`src/rtl/glyph_pkg.sv`:
```
package glyph_pkg;
    typedef enum logic [0:0] {
        ST_IDLE = 1'b0,
        ST_EMIT = 1'b1
    } glyph_state_e;

    localparam int COMP_W = 8;
    localparam int RGB_W  = 3 * COMP_W;
endpackage

```
`src/rtl/glyph_alpha_pick.sv`:
```
module glyph_alpha_pick #(
    parameter int ROW_BYTES = 8,
    parameter int COL_W     = $clog2(2 * ROW_BYTES)
) (
    input  logic                     clk,
    input  logic                     rst_n,
    input  logic [8*ROW_BYTES-1:0]   row,
    input  logic                     nibble,
    input  logic [COL_W-1:0]         col,
    output logic [7:0]               alpha
);
    localparam int IDX_W = COL_W - 1;

    logic [IDX_W-1:0] idx;
    logic [7:0]       byte_sel;
    logic [3:0]       nib_sel;

    always_comb begin
        idx      = nibble ? col[COL_W-1:1] : col[IDX_W-1:0];
        byte_sel = row[8*idx +: 8];
        nib_sel  = col[0] ? byte_sel[7:4] : byte_sel[3:0];
        alpha    = nibble ? {nib_sel, nib_sel} : byte_sel;
    end

    AST_NIB_REPLICATE: assert property (@(posedge clk) disable iff (!rst_n)
        nibble |-> (alpha[7:4] == alpha[3:0]));
endmodule

```
`src/rtl/glyph_blend_chan.sv`:
```
module glyph_blend_chan (
    input  logic       clk,
    input  logic       rst_n,
    input  logic [7:0] fg,
    input  logic [7:0] bg,
    input  logic [7:0] alpha,
    output logic [7:0] out
);
    logic [16:0] mix;
    logic [16:0] quo;

    always_comb begin
        mix = 17'(bg) * 17'(8'd255 - alpha) + 17'(fg) * 17'(alpha);
        quo = (mix + 17'd127) / 17'd255;
        out = quo[7:0];
    end

    AST_ALPHA_FULL: assert property (@(posedge clk) disable iff (!rst_n)
        (alpha == 8'hFF) |-> (out == fg));
    AST_ALPHA_ZERO: assert property (@(posedge clk) disable iff (!rst_n)
        (alpha == 8'h00) |-> (out == bg));
endmodule

```
`src/rtl/glyph_alpha_renderer.sv`:
```
module glyph_alpha_renderer
    import glyph_pkg::*;
#(
    parameter int ROW_BYTES = 8,
    parameter int FULL_COLS = ROW_BYTES,
    parameter int NIB_COLS  = 2 * ROW_BYTES,
    parameter int WIDTH_W   = $clog2(NIB_COLS + 1)
) (
    input  logic                   clk,
    input  logic                   rst_n,
    input  logic                   cell_valid,
    output logic                   cell_ready,
    input  logic                   cell_nibble,
    input  logic [WIDTH_W-1:0]     cell_width,
    input  logic [23:0]            cell_fg,
    input  logic [23:0]            cell_bg,
    input  logic [8*ROW_BYTES-1:0] cell_row,
    output logic                   pix_valid,
    input  logic                   pix_ready,
    output logic [23:0]            pix_rgb,
    output logic                   pix_cell_end
);
    localparam int COL_W = $clog2(NIB_COLS);

    glyph_state_e           state_q, state_d;
    logic [COL_W-1:0]       col_q;
    logic [WIDTH_W-1:0]     limit_q;
    logic                   nib_q;
    logic [23:0]            fg_q, bg_q;
    logic [8*ROW_BYTES-1:0] row_q;

    logic [WIDTH_W-1:0]     limit_in;
    logic                   last_col;
    logic                   take_cell;
    logic [7:0]             alpha;

    // Clamp the requested width to the column count of the chosen mode
    always_comb begin
        if (cell_nibble)
            limit_in = (cell_width > WIDTH_W'(NIB_COLS)) ? WIDTH_W'(NIB_COLS) : cell_width;
        else
            limit_in = (cell_width > WIDTH_W'(FULL_COLS)) ? WIDTH_W'(FULL_COLS) : cell_width;
    end

    // Output process
    always_comb begin
        pix_valid    = (state_q == ST_EMIT);
        last_col     = pix_valid && (WIDTH_W'(col_q) == limit_q - 1'b1);
        pix_cell_end = last_col;
        cell_ready   = (state_q == ST_IDLE) || (last_col && pix_ready);
        take_cell    = cell_valid && cell_ready;
    end

    // Next-state logic: load, chain, drain
    always_comb begin
        state_d = state_q;
        unique case (state_q)
            ST_IDLE: begin
                if (take_cell && (limit_in != '0))
                    state_d = ST_EMIT;
            end
            ST_EMIT: begin
                if (pix_ready && last_col)
                    state_d = (take_cell && (limit_in != '0)) ? ST_EMIT : ST_IDLE;
            end
        endcase
    end

    // State register
    always_ff @(posedge clk) begin
        if (!rst_n)
            state_q <= ST_IDLE;
        else
            state_q <= state_d;
    end

    // Cell holding registers and column counter
    always_ff @(posedge clk) begin
        if (!rst_n) begin
            col_q   <= '0;
            limit_q <= '0;
            nib_q   <= 1'b0;
            fg_q    <= '0;
            bg_q    <= '0;
            row_q   <= '0;
        end else if (take_cell) begin
            col_q   <= '0;
            limit_q <= limit_in;
            nib_q   <= cell_nibble;
            fg_q    <= cell_fg;
            bg_q    <= cell_bg;
            row_q   <= cell_row;
        end else if (pix_valid && pix_ready) begin
            col_q   <= col_q + 1'b1;
        end
    end

    glyph_alpha_pick #(
        .ROW_BYTES (ROW_BYTES),
        .COL_W     (COL_W)
    ) u_pick (
        .clk    (clk),
        .rst_n  (rst_n),
        .row    (row_q),
        .nibble (nib_q),
        .col    (col_q),
        .alpha  (alpha)
    );

    for (genvar k = 0; k < 3; k++) begin : g_chan
        glyph_blend_chan u_chan (
            .clk   (clk),
            .rst_n (rst_n),
            .fg    (fg_q[8*k +: 8]),
            .bg    (bg_q[8*k +: 8]),
            .alpha (alpha),
            .out   (pix_rgb[8*k +: 8])
        );
    end

    AST_HOLD_PIXEL: assert property (@(posedge clk) disable iff (!rst_n)
        (pix_valid && !pix_ready) |=> (pix_valid && $stable(pix_rgb) && $stable(pix_cell_end)));
    AST_TAKE_AT_END: assert property (@(posedge clk) disable iff (!rst_n)
        (pix_valid && cell_ready) |-> (pix_ready && pix_cell_end));
    AST_COL_IN_RANGE: assert property (@(posedge clk) disable iff (!rst_n)
        pix_valid |-> (WIDTH_W'(col_q) < limit_q));
    AST_WRAP_AFTER_END: assert property (@(posedge clk) disable iff (!rst_n)
        (pix_valid && pix_ready && pix_cell_end) |=> (!pix_valid || (col_q == '0)));
endmodule

```
`config.mk`:
```
export PLATFORM = sky130hd
export DESIGN_NAME = glyph_alpha_renderer
export DESIGN_NICKNAME = d
export VERILOG_FILES = /design/src/rtl/glyph_pkg.sv /design/src/rtl/glyph_alpha_pick.sv /design/src/rtl/glyph_blend_chan.sv /design/src/rtl/glyph_alpha_renderer.sv
export SDC_FILE = /design/constraint.sdc
export NUM_CORES = 1
export LEC_CHECK = 0
export ABC_AREA = 1
export BUFFER_PORTS_ARGS = -buffer_cell sky130_fd_sc_hd__buf_2
export CAP_MARGIN = 30
export CELL_PAD_IN_SITES_DETAIL_PLACEMENT = 1
export CELL_PAD_IN_SITES_GLOBAL_PLACEMENT = 1
export CORE_MARGIN = 2
export CORE_UTILIZATION = 50
export DETAILED_ROUTE_END_ITERATION = 12
export PLACE_DENSITY = 0.95
export SYNTH_ARGS = -nofsm -noshare
export SYNTH_HDL_FRONTEND = slang
export SYNTH_HIERARCHICAL = 1
export SYNTH_SLANG_ARGS = --single-unit
```
`constraint.sdc`:
```
create_clock -name clk -period 29.6 [get_ports clk]
set_clock_uncertainty 0.05 [all_clocks]
set_input_delay 4.44 -clock clk [delete_from_list [all_inputs] [get_ports clk]]
set_output_delay 4.44 -clock clk [all_outputs]
set_load 0.01 [all_outputs]
```
==> run metrics, run 1 <==
RSZ-0062 raised after global routing=false; vias=approximately 29000; Worst EP arrival=between 10000 and 15000 ps; drt initial violations=about 2000; worst slew pin tran=~1000 ps; crit start category=flip-flop; status=completed; post-cts resize count=0; Critical Path Max Stage Delay=between 800 and 900 ps; crit-path max FO=28; worst setup path category=reg -> out; first-pass GRT wire length=163000 µm; sequential element share of the synthesized area=8.86%; CP endpoint kind=output pin; syn nets=about 5000; GRT Util Overall=between 30% and 40%; Max Cap Viol=0; Ys Warns=6; Synth Cell Area=between 20000 and 30000 µm²; PortBufs=148; via density per instance=between 5 and 6; post-route ant nets=0; Clock transition at path regs=60 ps; syn_area_per_cell=6.52 µm²; cell count after synthesis=around 4300; CP Data Required Time=between 20000 and 30000 ps; CTS tree=built; minimum clock period=~19000 ps; CTS root buf=clkbuf_16; Setup Viol. Count Final=0; Final Core Density=a little over half; Simple-Gate Fraction of Synth Area=36.5%; area grow syn2layout=5.91%; clk_lat worst skew=between 400 and 500 ps; Final Net Count=~4900; max frequency=approximately 53 MHz; mux contribution to synthesized area=0%; drt total wl=approximately 100000 µm; DIE HEIGHT=roughly 240 µm; dominant synthesized flop cell=dfxtp_1; row count=between 80 and 90; I/O Pins=~150; critical path's most frequent cell=nand2_1; largest family of logic cells by synthesized area=simple AND/OR/NAND/NOR gates; Tcrit/Tclk final=roughly 64%; routed len/inst=~20 µm; Post-CTS Setup Bufs=0; slowest CP cell=dfxtp_1; vias in the first global route=~31000; Post-Synth XOR/XNOR Area=under 10%; max-slew violations=0; H-tree depth=4; number of synthesized flops with an enable pin=0; Synth Area in Compound Gates=~5.3%; Final Hold Viols=0; cts-stage hold buffer count=0; slew margin rel.=30.7%; Filler cells=approximately 7600; DR DRC count=0; routability cong.=~0.90; Core Area=between 50000 and 60000 µm²; Synth Area in Adders=a little under a third; Yosys cell types=60; CTS buffer count=17; Clock Path Buffers=2; Hold/Removal Path Class=reg -> reg; DP HPWL=roughly 75000 µm; share of cells above drive strength 1=a little under an eighth; largest net degree at the start of global routing=roughly 130; Initial Util=50.6%; Horiz. Die Dim=between 200 and 250 µm; Setup TNS=0 ps; number of synthesized register bits=roughly 120; GRT overflow=0; Die ar.=between 50000 and 60000 µm²; asr flop ratio synth=0%; Pre-antenna DRT Iters=6; CTS Sinks=123; number of antenna violations at the first check in global routing=2
==> Yosys cell counts, types with 2 or more instances <==
library cell	instances	area, µm²
a21boi_0	3	22.5
a21boi_1	2	15.0
a21oi_1	149	746
a31oi_1	3	18.8
and2_1	5	31.3
buf_1	18	67.6
buf_2	3	15.0
buf_4	13	97.6
buf_6	24	270
clkbuf_1	75	282
clkinv_1	4	15.0
dfxtp_1	123	2460
fa_1	312	6250
ha_1	197	2460
inv_1	963	3610
inv_2	47	176
inv_4	2	12.5
nand2_1	1112	4170
nand2_2	93	582
nand2_4	36	405
nand2_8	5	100
nand3_1	400	2000
nand3_2	37	370
nand3_4	8	140
nand3b_1	26	195
nand3b_2	2	22.5
nand4_1	30	188
nand4_2	5	62.6
nor2_1	337	1260
nor2_2	38	238
nor2_4	18	203
nor3_1	13	65.1
o211ai_1	3	22.5
o211ai_2	3	37.5
o21ai_0	34	170
o21ai_1	32	160
o21ai_2	11	96.3
o21ai_4	2	32.5
o21bai_1	9	67.6
o21bai_2	2	22.5
or2_0	3	18.8
or2_1	4	25.0
xnor2_1	12	105
xor2_1	30	263
==> cells in the final DEF (no fill, tap or decap), types with 92 or more instances in the layout <==
cell	synthesis	layout
buf_2	3	146
ha_1	197	197
nand2_2	93	92
dfxtp_1	123	123
nand2_1	1112	1112
nand3_1	400	400
inv_1	963	963
a21oi_1	149	149
nor2_1	337	337
fa_1	312	312
==> cells by family (layout without fill, tap and decap cells) <==
| group | count (synthesis) | count (layout) |
|---|---|---|
| and+or+nand+nor | 2179 | 2179 |
| DFF | 123 | 123 |
| other | 0 | 1 |
| adders and majority gates | 509 | 509 |
| AOI/OAI and AO/OA | 258 | 258 |
| xor gates and xnor gates | 44 | 44 |
| buffers and inverters | 1151 | 1209 |
==> stage by stage <==
step	instance area (µm²)	hold slack, ps	std cells	setup WS (ps)
final	29400	435	5071	10570
after global routing	29400	455	5070	9730
after CTS	29400	437	5070	10890
after detailed placement	28900	419	5038	11610
after global placement	28800	408	5037	12290
after floorplan	27800	393	4264	14450
==> critical path: cells and delay by family (launching register included) <==
| kind | cells | cell delay (ps) |
|---|---|---|
| compound gates | 4 | 790 |
| fa+ha+maj | 8 | 4050 |
| buf+inv | 12 | 1400 |
| flops | 1 | 840 |
| simple gates | 56 | 6980 |
==> metal layers <==
metal | up-vias | global-route usage, % | routed length (µm)
li1 | 12900 | - | -
met1 | 13600 | 36.9 | 36200
met2 | 1353 | 62.4 | 49800
met3 | 683 | 7.38 | 6410
met4 | 2 | 32.1 | 10000
met5 | - | 0 | 13
==> final cells by class <==
class                           instances  area, µm²  share of cell area, %
Sequential cell                       123       2460                   8.36
Inverter                             1017       3840                   13.0
Timing Repair Buffer                  160        860                   2.92
Antenna cell                            1       2.50                0.00850
Tap cell                              748        936                   3.18
Multi-Input combinational cell       2990      20800                   70.5
Clock inverter                         15        154                  0.523
Clock buffer                           17        425                   1.44
==> sequential cells by signal, indices dropped and copies added, names as in the netlist <==
name       flops
fg_q          24
col_q          4
row_q         64
bg_q          24
limit_q        5
pix_valid      1
nib_q          1
==> path summary, 6_finish.rpt <==
path,startpoint,endpoint,slack (ps),cells after the start
worst min-delay path,row_q[48],row_q[48],430,2
worst max register to register,limit_q[0],fg_q[2],25280,13
worst max-delay path,nib_q,pix_rgb[8],10570,80
worst min register to register,row_q[48],row_q[48],430,2
Power of run 1 is not shown: default switching activity piles up to over one toggle a cycle in this logic, so the estimate is an artifact.
==> run 2, diff against run 1 <==
Settings changed: CORE_UTILIZATION 50 to 42, PLACE_DENSITY 0.95 to 0.9.
Clock period 29.6 ns to 16.9 ns, I/O delays scaled along.
==> run 2 against run 1 <==
Effect of this change: die area rose by 19%; hold slack got worse by 9.2 ps; wire length fell by 15%; clock-buffer cell count did not move; register-to-register slack got worse by 12000 ps; first-iteration DRC count fell by 28%; cell count rose by 2.4%; critical path type unchanged; critical endpoint unchanged; largest cell class unchanged.
==> run metrics, run 2 (synthesis results as in run 1) <==
CTS root buf=clkbuf_16; CP Data Required Time=14320 ps (-10790 ps); reg2reg start=limit_q[0]; most frequent cells in the layout=nand2_1, inv_1, nand3_1; CTS tree=built; Final Hold Viols=0 (unchanged); GR peak layer=met2; Critical Path Max Stage Delay=590 ps (-250 ps); Clock Path Buffers=2 (unchanged); crit-path max FO=28 (unchanged); Pre-antenna DRT Iters=5 (-1); CP delay by family, top=simple AND/OR/NAND/NOR gates; first-pass GRT wire length=144000 µm (-12%); hold path cells=2 (unchanged); max frequency=between 60 and 70 MHz; clk_lat worst skew=440 ps (about the same); footprint of the multi-input gates=20800 µm² (+0.30%); max reg flops=64 (unchanged); Filler cells=8838 (+16%); share of cells above drive strength 1=12.3% (+0.44 points); number of antenna violations at the first check in global routing=4 (+2); drt total wl=87400 µm (-15%); status=completed; via density per instance=5.21 (-7.5%); Hold/Removal Path Class=reg -> reg; PortBufs=148 (unchanged); Clock transition at path regs=60 ps (about the same); # diodes=0 (-1); r2r worst-path depth=13 (unchanged); Horiz. Die Dim=261 µm (+9.0%); grt met1 use=29.6% (-7.3 points); Regs by FF count=row_q x64, bg_q x24, fg_q x24; flip-flop and latch area=2470 µm² (+0.25%); Initial Util=42.4% (-8.2 points); post-route ant nets=0 (unchanged); I/O Pins=149 (unchanged); H-tree depth=4 (unchanged); met2 usage=47.9% (-14 points); Worst R2R End=fg_q[7]; largest net degree at the start of global routing=140 (+6.1%); CTS Sinks=123 (unchanged); CP endpoint kind=output pin; minimum clock period=roughly 16000 ps; Worst EP arrival=13230 ps (-1310 ps); slowest CP cell=fa_1; CTS buffer count=17 (unchanged); routed len/inst=16.8 µm (-17%); Most flops, register=row_q; reg2reg setup slack=13140 ps (-12140 ps); row count=94 (+9.3%); Die ar.=68300 µm² (+19%); GRT Util Overall=25.7% (-10 points); Setup Viol. Count Final=0 (unchanged); worst setup path category=reg -> out; Tcrit/Tclk final=around 94%; critical path's most frequent cell=nand2_1; DIE HEIGHT=261 µm (+9.0%); buffers plus inverters on the worst setup path=10 (-2); Post-CTS Setup Bufs=0 (unchanged); hold path endpoint=row_q[36]; Final Net Count=4949 (+0.18%); GRT overflow=0 (unchanged); slew margin rel.=32.9% (+2.2 points); vias in the first global route=29500 (-5.8%); max-slew violations=0 (unchanged); Core Area=65600 µm² (+19%); met3 usage=3.16% (-4.2 points); vias=27000 (-5.3%); final hold slack=425 ps (-9.24 ps); crit start category=flip-flop; area grow syn2layout=7.09%; routability cong.=0.872 (-3.2%); commonest non-fill, non-tap cell in the layout=nand2_1; DR DRC count=0 (unchanged); DP HPWL=69100 µm (-7.3%); worst slew pin tran=1010 ps (-33.6 ps); Max Cap Viol=0 (unchanged); drt initial violations=1456 (-28%); critical hold path startpoint=row_q[36]
[run 2: through the flow]
stage	std cells	area, µm²	worst slack (ps)	setup TNS [ps]	util, %
3_3_place_gp	5161	29000	1060	0	44.3
6_report	5194	29800	1090	0	45.4
5_1_grt	5194	29800	-60.8	-60.8	45.4
3_5_place_dp	5162	29100	668	0	44.3
2_1_floorplan	4264	27800	3660	0	-
4_1_cts	5193	29700	138	0	45.2
[run 2: tightest hold or removal path: stages, from the launching register on]
cell and delay (ps):
dfxtp_1 320, a21oi_1 40, nor2_1 80
[run 2: layer usage]
metal / vias to the layer above / routed length (µm) / part of all wire [%]
li1: 12900 / - / -
met1: 13200 / 35700 / 41
met2: 687 / 44700 / 51
met3: 235 / 3490 / 4.0
met4: 8 / 3410 / 3.9
met5: - / 36 / 0.041
[run 2: final cells by class]
type	count	share of cell area, %
Clock buffer	17	1.43
Clock inverter	14	0.660
Inverter	1017	12.9
Multi-Input combinational cell	2990	70.0
Sequential cell	123	8.29
Tap cell	864	3.63
Timing Repair Buffer	169	3.14
[run 2: worst max-delay path by stage]
stage          slack, ps          end  cells after the start      from
6_report            1090   pix_rgb[8]                     81     nib_q
5_1_grt              -60  pix_rgb[16]                     80     nib_q
4_1_cts              140   pix_rgb[8]                     81     nib_q
3_5_place_dp         670   pix_rgb[8]                     79     nib_q
3_3_place_gp        1060   pix_rgb[8]                     75     nib_q
2_1_floorplan       3660  pix_rgb[16]                     76  col_q[0]
[run 2: repair_timing]
action,CTS,global route
hold buffers,0,0
gates resized for setup,0,19
setup endpoints to repair,0,7
Power of run 2 is left out for the same reason.
